`src/rtl/seg_xlat_pkg.sv`:
```
package seg_xlat_pkg;

  typedef enum logic [1:0] {
    FLT_NONE    = 2'd0,
    FLT_ABSENT  = 2'd1,
    FLT_LIMIT   = 2'd2,
    FLT_WLOCK   = 2'd3
  } fault_e;

endpackage

```
`src/rtl/seg_desc_table.sv`:
```
module seg_desc_table #(
  parameter int NSEG  = 8,
  parameter int PA_W  = 30,
  parameter int LIM_W = 30,
  localparam int IDX_W = $clog2(NSEG)
) (
  input  logic             clk,
  input  logic             rst_n,
  input  logic             wr_en,
  input  logic [IDX_W-1:0] wr_idx,
  input  logic [PA_W-1:0]  wr_base,
  input  logic [LIM_W-1:0] wr_limit,
  input  logic             wr_present,
  input  logic             wr_wlock,
  input  logic [IDX_W-1:0] rd_idx,
  output logic [PA_W-1:0]  rd_base,
  output logic [LIM_W-1:0] rd_limit,
  output logic             rd_present,
  output logic             rd_wlock
);

  logic [PA_W-1:0]  base_q    [NSEG];
  logic [LIM_W-1:0] limit_q   [NSEG];
  logic [NSEG-1:0]  present_q;
  logic [NSEG-1:0]  wlock_q;

  for (genvar g = 0; g < NSEG; g++) begin : g_entry
    logic hit;
    assign hit = wr_en && (wr_idx == IDX_W'(g));

    always_ff @(posedge clk) begin
      if (!rst_n) begin
        base_q[g]    <= '0;
        limit_q[g]   <= '0;
        present_q[g] <= 1'b0;
        wlock_q[g]   <= 1'b0;
      end else if (hit) begin
        base_q[g]    <= wr_base;
        limit_q[g]   <= wr_limit;
        present_q[g] <= wr_present;
        wlock_q[g]   <= wr_wlock;
      end
    end
  end

  assign rd_base    = base_q[rd_idx];
  assign rd_limit   = limit_q[rd_idx];
  assign rd_present = present_q[rd_idx];
  assign rd_wlock   = wlock_q[rd_idx];

endmodule

```
`src/rtl/seg_check.sv`:
```
module seg_check
  import seg_xlat_pkg::*;
#(
  parameter int PA_W  = 30,
  parameter int OFF_W = 29,
  parameter int LIM_W = 30,
  localparam int SUM_W = ((PA_W > OFF_W) ? PA_W : OFF_W) + 1
) (
  input  logic [OFF_W-1:0] offset,
  input  logic             is_write,
  input  logic [PA_W-1:0]  base,
  input  logic [LIM_W-1:0] limit,
  input  logic             present,
  input  logic             wlock,
  output logic [PA_W-1:0]  paddr,
  output fault_e           fault
);

  logic [SUM_W-1:0] sum;
  logic             carry_out;
  logic             over_limit;

  assign sum        = SUM_W'(base) + SUM_W'(offset);
  assign carry_out  = |sum[SUM_W-1:PA_W];
  assign over_limit = (LIM_W'(offset) >= limit);

  always_comb begin
    fault = FLT_NONE;
    paddr = '0;
    if (!present) begin
      fault = FLT_ABSENT;
    end else if (over_limit || carry_out) begin
      fault = FLT_LIMIT;
    end else if (is_write && wlock) begin
      fault = FLT_WLOCK;
    end else begin
      paddr = sum[PA_W-1:0];
    end
  end

endmodule

```
`src/rtl/seg_rsp_stage.sv`:
```
module seg_rsp_stage
  import seg_xlat_pkg::*;
#(
  parameter int PA_W = 30
) (
  input  logic            clk,
  input  logic            rst_n,
  input  logic            in_valid,
  output logic            in_ready,
  input  logic [PA_W-1:0] in_paddr,
  input  fault_e          in_fault,
  output logic            out_valid,
  input  logic            out_ready,
  output logic [PA_W-1:0] out_paddr,
  output fault_e          out_fault
);

  logic            full_q;
  logic [PA_W-1:0] paddr_q;
  fault_e          fault_q;
  logic            take;

  assign in_ready = !full_q || out_ready;
  assign take     = in_valid && in_ready;

  always_ff @(posedge clk) begin
    if (!rst_n) begin
      full_q  <= 1'b0;
      paddr_q <= '0;
      fault_q <= FLT_NONE;
    end else begin
      if (take) begin
        full_q  <= 1'b1;
        paddr_q <= in_paddr;
        fault_q <= in_fault;
      end else if (out_ready) begin
        full_q <= 1'b0;
      end
    end
  end

  assign out_valid = full_q;
  assign out_paddr = paddr_q;
  assign out_fault = fault_q;

endmodule

```
`src/rtl/seg_xlat.sv`:
```
module seg_xlat
  import seg_xlat_pkg::*;
#(
  parameter int VA_W     = 32,
  parameter int PA_W     = 30,
  parameter int SEG_BITS = 3,
  localparam int OFF_W   = VA_W - SEG_BITS,
  localparam int NSEG    = 1 << SEG_BITS,
  localparam int LIM_W   = OFF_W + 1
) (
  input  logic                clk,
  input  logic                rst_n,
  input  logic                cfg_we,
  input  logic [SEG_BITS-1:0] cfg_idx,
  input  logic [PA_W-1:0]     cfg_base,
  input  logic [LIM_W-1:0]    cfg_bound,
  input  logic                cfg_present,
  input  logic                cfg_wlock,
  input  logic                req_valid,
  output logic                req_ready,
  input  logic [VA_W-1:0]     req_vaddr,
  input  logic                req_write,
  output logic                rsp_valid,
  input  logic                rsp_ready,
  output logic [PA_W-1:0]     rsp_paddr,
  output logic [1:0]          rsp_fault
);

  logic [SEG_BITS-1:0] seg_sel;
  logic [OFF_W-1:0]    seg_off;
  logic [PA_W-1:0]     d_base;
  logic [LIM_W-1:0]    d_limit;
  logic                d_present;
  logic                d_wlock;
  logic [PA_W-1:0]     x_paddr;
  fault_e              x_fault;
  fault_e              r_fault;

  assign seg_sel = req_vaddr[VA_W-1 -: SEG_BITS];
  assign seg_off = req_vaddr[OFF_W-1:0];

  seg_desc_table #(
    .NSEG (NSEG),
    .PA_W (PA_W),
    .LIM_W(LIM_W)
  ) i_table (
    .clk       (clk),
    .rst_n     (rst_n),
    .wr_en     (cfg_we),
    .wr_idx    (cfg_idx),
    .wr_base   (cfg_base),
    .wr_limit  (cfg_bound),
    .wr_present(cfg_present),
    .wr_wlock  (cfg_wlock),
    .rd_idx    (seg_sel),
    .rd_base   (d_base),
    .rd_limit  (d_limit),
    .rd_present(d_present),
    .rd_wlock  (d_wlock)
  );

  seg_check #(
    .PA_W (PA_W),
    .OFF_W(OFF_W),
    .LIM_W(LIM_W)
  ) i_check (
    .offset  (seg_off),
    .is_write(req_write),
    .base    (d_base),
    .limit   (d_limit),
    .present (d_present),
    .wlock   (d_wlock),
    .paddr   (x_paddr),
    .fault   (x_fault)
  );

  seg_rsp_stage #(
    .PA_W(PA_W)
  ) i_rsp (
    .clk      (clk),
    .rst_n    (rst_n),
    .in_valid (req_valid),
    .in_ready (req_ready),
    .in_paddr (x_paddr),
    .in_fault (x_fault),
    .out_valid(rsp_valid),
    .out_ready(rsp_ready),
    .out_paddr(rsp_paddr),
    .out_fault(r_fault)
  );

  assign rsp_fault = r_fault;

endmodule

```
`config.mk`:
```
export PLATFORM = sky130hd
export DESIGN_NAME = seg_xlat
export DESIGN_NICKNAME = d
export VERILOG_FILES = /design/src/rtl/seg_xlat_pkg.sv /design/src/rtl/seg_desc_table.sv /design/src/rtl/seg_check.sv /design/src/rtl/seg_rsp_stage.sv /design/src/rtl/seg_xlat.sv
export SDC_FILE = /design/constraint.sdc
export NUM_CORES = 1
export LEC_CHECK = 0
export ABC_AREA = 1
export CELL_PAD_IN_SITES_DETAIL_PLACEMENT = 1
export CELL_PAD_IN_SITES_GLOBAL_PLACEMENT = 2
export CORE_AREA = 2 2 263 265
export CTS_BUF_LIST = sky130_fd_sc_hd__clkbuf_8 sky130_fd_sc_hd__clkbuf_16
export CTS_CLUSTER_SIZE = 8
export DETAILED_ROUTE_END_ITERATION = 7
export DIE_AREA = 0 0 265 267
export PLACE_DENSITY_LB_ADDON = 0.1
export SETUP_SLACK_MARGIN = 0.02
export SLEW_MARGIN = 25
export SYNTH_ARGS = -nofsm -noshare
export SYNTH_HDL_FRONTEND = slang
export SYNTH_SLANG_ARGS = --single-unit
```
`constraint.sdc`:
```
create_clock -name clk -period 8.2 [get_ports clk]
set_clock_uncertainty 0.15 [all_clocks]
set_input_delay 1.64 -clock clk [delete_from_list [all_inputs] [get_ports clk]]
set_output_delay 1.64 -clock clk [all_outputs]
set_load 0.02 [all_outputs]
```
# == Yosys cells after proc, flatten, opt, wreduce, memory -nomap -nowiden ==
# Memories as Yosys holds them, arrays and structs flattened.
# Index checks and enable logic that the tools add are counted.
# W data, S select, Z words.
# totals
out_inout_bits,34
ramBits,480
input_bits,103
register_bits,49
word_cells,115
n_memories,2
# classes
mux,53
add_sub_neg,1
n_lt_le_gt_ge,2
bitwise,16
eq_ne,7
reduce_logical,15
# memory_table
name,words,word_bits,read_ports,rd_clocked_by_memory_dff,write_ports,line,rtl
i_table.base_q,8,30,1,0,8,seg_desc_table.sv:22,logic [PA_W-1:0] base_q [NSEG];
i_table.limit_q,8,30,1,0,8,seg_desc_table.sv:23,logic [LIM_W-1:0] limit_q [NSEG];
# op_table
op,count
$mux W30,19
$add A30 B29 Y31,1
$ge A29 B30 Y1,1
$mux W1,29
$or A1 B1 Y1,16
$eq A3 B3 Y1 const B,4
$logic_and A1 B1 Y1,10
$bmux W1 S3,2
$eq A3 B2 Y1 const B,2
$mux W2,3
$lt A3 B4 Y1 const B,1
$eq A3 B1 Y1 const B,1
$logic_not A3 Y1,1
$logic_or A1 B1 Y1,2
$reduce_bool A2 Y1,1
$logic_not A1 Y1,1

# == Logic depth before layout (Yosys ltp) ==
# logic_depth
depth_word,6
depth_mapped,25
ltp_nobuf,21

# == Cells and area by module ==
# A second synthesis with hierarchy kept.
# hier_totals
hier_cells,3702
area_unflattened_um2,28856.4
# by_module_without_submodules
module,seq_area_each_um2,instances,cells_per_inst,area_per_inst_um2
seg_desc_table,14734.1,1,2805,23889.2
seg_check,0.0,1,682,3480.8
seg_rsp_stage,660.6,1,215,1486.4

# == Worst setup path after synthesis ==
# No wires, ideal clock.
# synth_timing
kind,in2reg
from,input cfg_idx[1]
to,"memory i_table.base_q[0][0], enable pin"
t_required_ps,7484
slack_ps,1145
path_buffers,1
arrival_ps,6339
cell_stages,4
setup_time_ps,566
path_cell_list,clkbuf_1 > nor2_1 > inv_1 > o21ai_0
# synth_rtl
element,line,rtl
"start, declared",seg_xlat.sv:14,"input logic [SEG_BITS-1:0] cfg_idx,"
"end, declared",seg_desc_table.sv:22,

# == Final worst setup path ==
# layout_timing
from,input req_vaddr[30]
to,register i_rsp.paddr_q[4] (netlist: i_rsp.out_paddr[4])
# layout_between
elab_chain_cells,6
word_cells_on_any_way,13
cone_classes,add/sub: 1; order compare: 1; mux: 7; reduce/logical: 2; memory: 2
# layout_rtl
element,line,rtl
"start, declared",seg_xlat.sv:21,"input logic [VA_W-1:0] req_vaddr,"
"parallel branches: the longest is 5 deep, another holds $add A30 B29 Y31",-,
$mux W30 *,seg_check.sv:30,if (!present) begin
"end signal, assigned",seg_rsp_stage.sv:34,paddr_q <= in_paddr;
"end, declared",seg_rsp_stage.sv:19,logic [PA_W-1:0] paddr_q;
# Mark *: on every way between the ends. The select of a mux whose other input is x is not followed.
# A chain may end at the register's enable or synchronous reset.

==> impl_metrics.json <==
{
  "place_area_um2": 27800,
  "synth-main-ff-cell": "edfxtp_1",
  "insertion_delay_ns": 0.61,
  "grt_use_total_pct": 26.3,
  "regToRegSetupSlack_ns": 4.57,
  "layout_setup_ws_ns": 2.65,
  "clk_pin_slew_ns": 0.05,
  "chipWidth_um": 265,
  "tightestPinTransition_ns": 1.04,
  "vdd_drop_max_uv": 154,
  "cts_hold_buf": 0,
  "synth.cell_area_um2": 25600,
  "drc": 0,
  "path_common_cell": "nand2_1",
  "vias": 20500,
  "hpwl_um": 55800,
  "drt_iter0_drc": 1747,
  "dpl.cell_count": 3657,
  "cts_buffer_depth": 3,
  "cts_setup_buffers": 0,
  "max_cap_viol_count": 0,
  "syn_to_final_growth_pct": 17.1,
  "postSynthCellCount": 2756,
  "synthArstFlopShare_pct": 0,
  "h-tree-depth": 3,
  "firstDrtPassIters": 6,
  "ys.warnings.count": 0,
  "synthTopCellsByCount": "nor2_1 (862), edfxtp_1 (480), nand2_1 (315), o21ai_0 (278), inv_1 (222)",
  "ctsResizeCount": 0,
  "place_congestion": 0.931,
  "synth_top_area_cell": "edfxtp_1",
  "crit_required_ns": 8.56,
  "num_rows": 96,
  "status": "complete, no violations",
  "hp-class": "reg2reg",
  "leakage_nw": 11.7,
  "path_buf_inv": 3,
  "power_mw": 7.01,
  "cts_root_buffer": "clkbuf_16",
  "setup_tns_ns": 0,
  "die-height_um": 267,
  "synth.yosys.seq_area_share_pct": 60.2,
  "synth_most_common_cell": "nor2_1",
  "tritoncts": "done",
  "finalCritPeriodShare_pct": 67.7,
  "die_area_um2": 70800,
  "yosys.area.top_type_share_pct": 56.4,
  "synthesis.nets": 2918,
  "synth_cell_type_count": 37,
  "slew_headroom_pct": 30.2,
  "cts_made_buffers": 76,
  "avgRoutedWirePerCell_um": 24.5,
  "grt_pass1_wl_um": 137000,
  "critPathMaxFanout": 69,
  "avgSynthCellArea_um2": 9.28,
  "cpLargestDelayFamily": "simple AND/OR/NAND/NOR gates",
  "core_area_um2": 68000,
  "final_area_um2": 29900,
  "detail-route-antenna-nets": 0,
  "synth_edf_count": 480,
  "arrival_ns": 5.91,
  "grt_pass1_vias": 21600,
  "critPathMaxStageDelay_ns": 0.73,
  "critPathLaunchType": "primary input",
  "ys_seq_elements": 529,
  "ioPinCount": 137,
  "numClockSinks": 529,
  "portBuffers": 136,
  "slew_violations": 0,
  "nNetsFinal": 3015,
  "min_period_ns": 5.55,
  "grt_antenna_before_repair": 3,
  "p_per_area_nw_per_um2": 234,
  "layout-drive-gt1-share_pct": 5.34,
  "crit_chain": "buf_4, buf_4, o21ai_0, o22ai_1, nor2_1, a31oi_1, ha_1, nand3_1, nand3_2, nand2_1, nand2_1, nand2_1, nand3_1, inv_1, nor2_2, nor2_4, nand4_1, a21oi_1",
  "synth_area_leaders": "edfxtp_1 (56%), nor2_1 (13%), o21ai_0 (5.4%), nand2_1 (4.6%), dfxtp_1 (3.8%)",
  "finalNonFillerCells": 3766,
  "slowest_stage": "buf_4",
  "hold_viol_final": 0,
  "crit_path_end_kind": "flop",
  "fill_cells": 7645,
  "rsz0062_at_grt": "no",
  "fmaxAchievable_mhz": 180,
  "setup_violations": 0,
  "grt_max_degree": 145,
  "pre_cts_ws_ns": 2.03,
  "initial_core_util_pct": 37.6,
  "drt-total-wl_um": 92300,
  "overflow": 0,
  "vias_per_cell": 5.45,
  "path_class": "in2reg"
}
[layer usage]
metal  GRT usage (%)  up-vias  part of all wire (%)
met1            35.4    10400                    45
met3            3.68      134                   5.0
met4            7.89        2                   2.3
met5               0        -                 0.019
met2            44.2      520                    48
li1                -     9494                     -
[metrics by stage]
stage,hold WS [ns],util [%]
final,0.312,44.0
after global placement,0.300,40.9
after detailed placement,0.305,40.9
after floorplan,0.290,-
after CTS,0.314,44.0
after global routing,0.339,44.0
[report_power, final]
group,switching [mW],internal (mW)
clock network,1.15,1.73
registers,0.0454,3.12
logic,0.675,0.279
[cells in the final DEF (no fill, tap or decap), types with 8 or more instances in the layout]
| cell type | count |
|---|---|
| nor2_1 | 862 |
| nand3_1 | 38 |
| nand2_1 | 313 |
| o221ai_1 | 28 |
| o22ai_1 | 75 |
| dfxtp_1 | 49 |
| ha_1 | 58 |
| a31oi_1 | 29 |
| buf_4 | 40 |
| edfxtp_1 | 480 |
| xor2_1 | 13 |
| a21oi_1 | 69 |
| inv_1 | 244 |
| o21ai_0 | 270 |
| clkbuf_16 | 79 |
| nand4_1 | 44 |
| o21ai_4 | 8 |
| clkdlybuf4s50_1 | 133 |
[flip-flops by register name, indices dropped and copies added (netlist names)]
name,cells
i_table.limit_q,240
i_table.present_q,8
i_rsp.out_fault,2
i_rsp.out_valid,1
i_rsp.out_paddr,30
i_table.base_q,240
i_table.wlock_q,8
[cell families (layout without fill, tap and decap cells)]
| family | count (synthesis) | count (layout) | share of synthesized area [%] |
|---|---|---|---|
| simple gates | 1276 | 1276 | 19.5 |
| flops | 529 | 529 | 60.2 |
| compound gates | 489 | 489 | 10.6 |
| buf+inv | 386 | 513 | 6.14 |
| fa+ha+maj | 59 | 59 | 2.92 |
| xor+xnor | 17 | 17 | 0.582 |
| other cells | 0 | 1 | 0 |
[worst paths after layout]
kind / start / to / depth (start not counted)
worst max register to register: i_table.base_q[0][2] / i_rsp.out_paddr[4] / 16
worst max-delay path: req_vaddr[30] / i_rsp.out_paddr[4] / 18
worst min register to register: i_rsp.out_paddr[13] / i_rsp.out_paddr[13] / 2
worst min-delay path: i_rsp.out_paddr[13] / i_rsp.out_paddr[13] / 2
[worst reg2reg max path, cell delays in order (launching register included)]
cell and delay (ns):
edfxtp_1 0.32, nor2_1 0.04, nor2_1 0.08, o21ai_0 0.14
a31oi_1 0.55, ha_1 0.42, nand3_1 0.13, nand3_2 0.12
nand2_1 0.09, nand2_1 0.12, nand2_1 0.11, nand3_1 0.12
inv_1 0.09, nor2_2 0.05, nor2_4 0.58, nand4_1 0.22
a21oi_1 0.20
[area by class of cell]
cell class,instances,area [um2],area share [%]
Timing Repair Buffer,178,1710,5.70
Inverter,227,860,2.87
Tap cell,882,1100,3.69
Clock buffer,82,2020,6.74
Multi-Input combinational cell,1841,8720,29.1
Sequential cell,529,15400,51.4
Antenna cell,1,2.50,0.00836
Clock inverter,26,135,0.451
(Power assumes the default switching activity.)
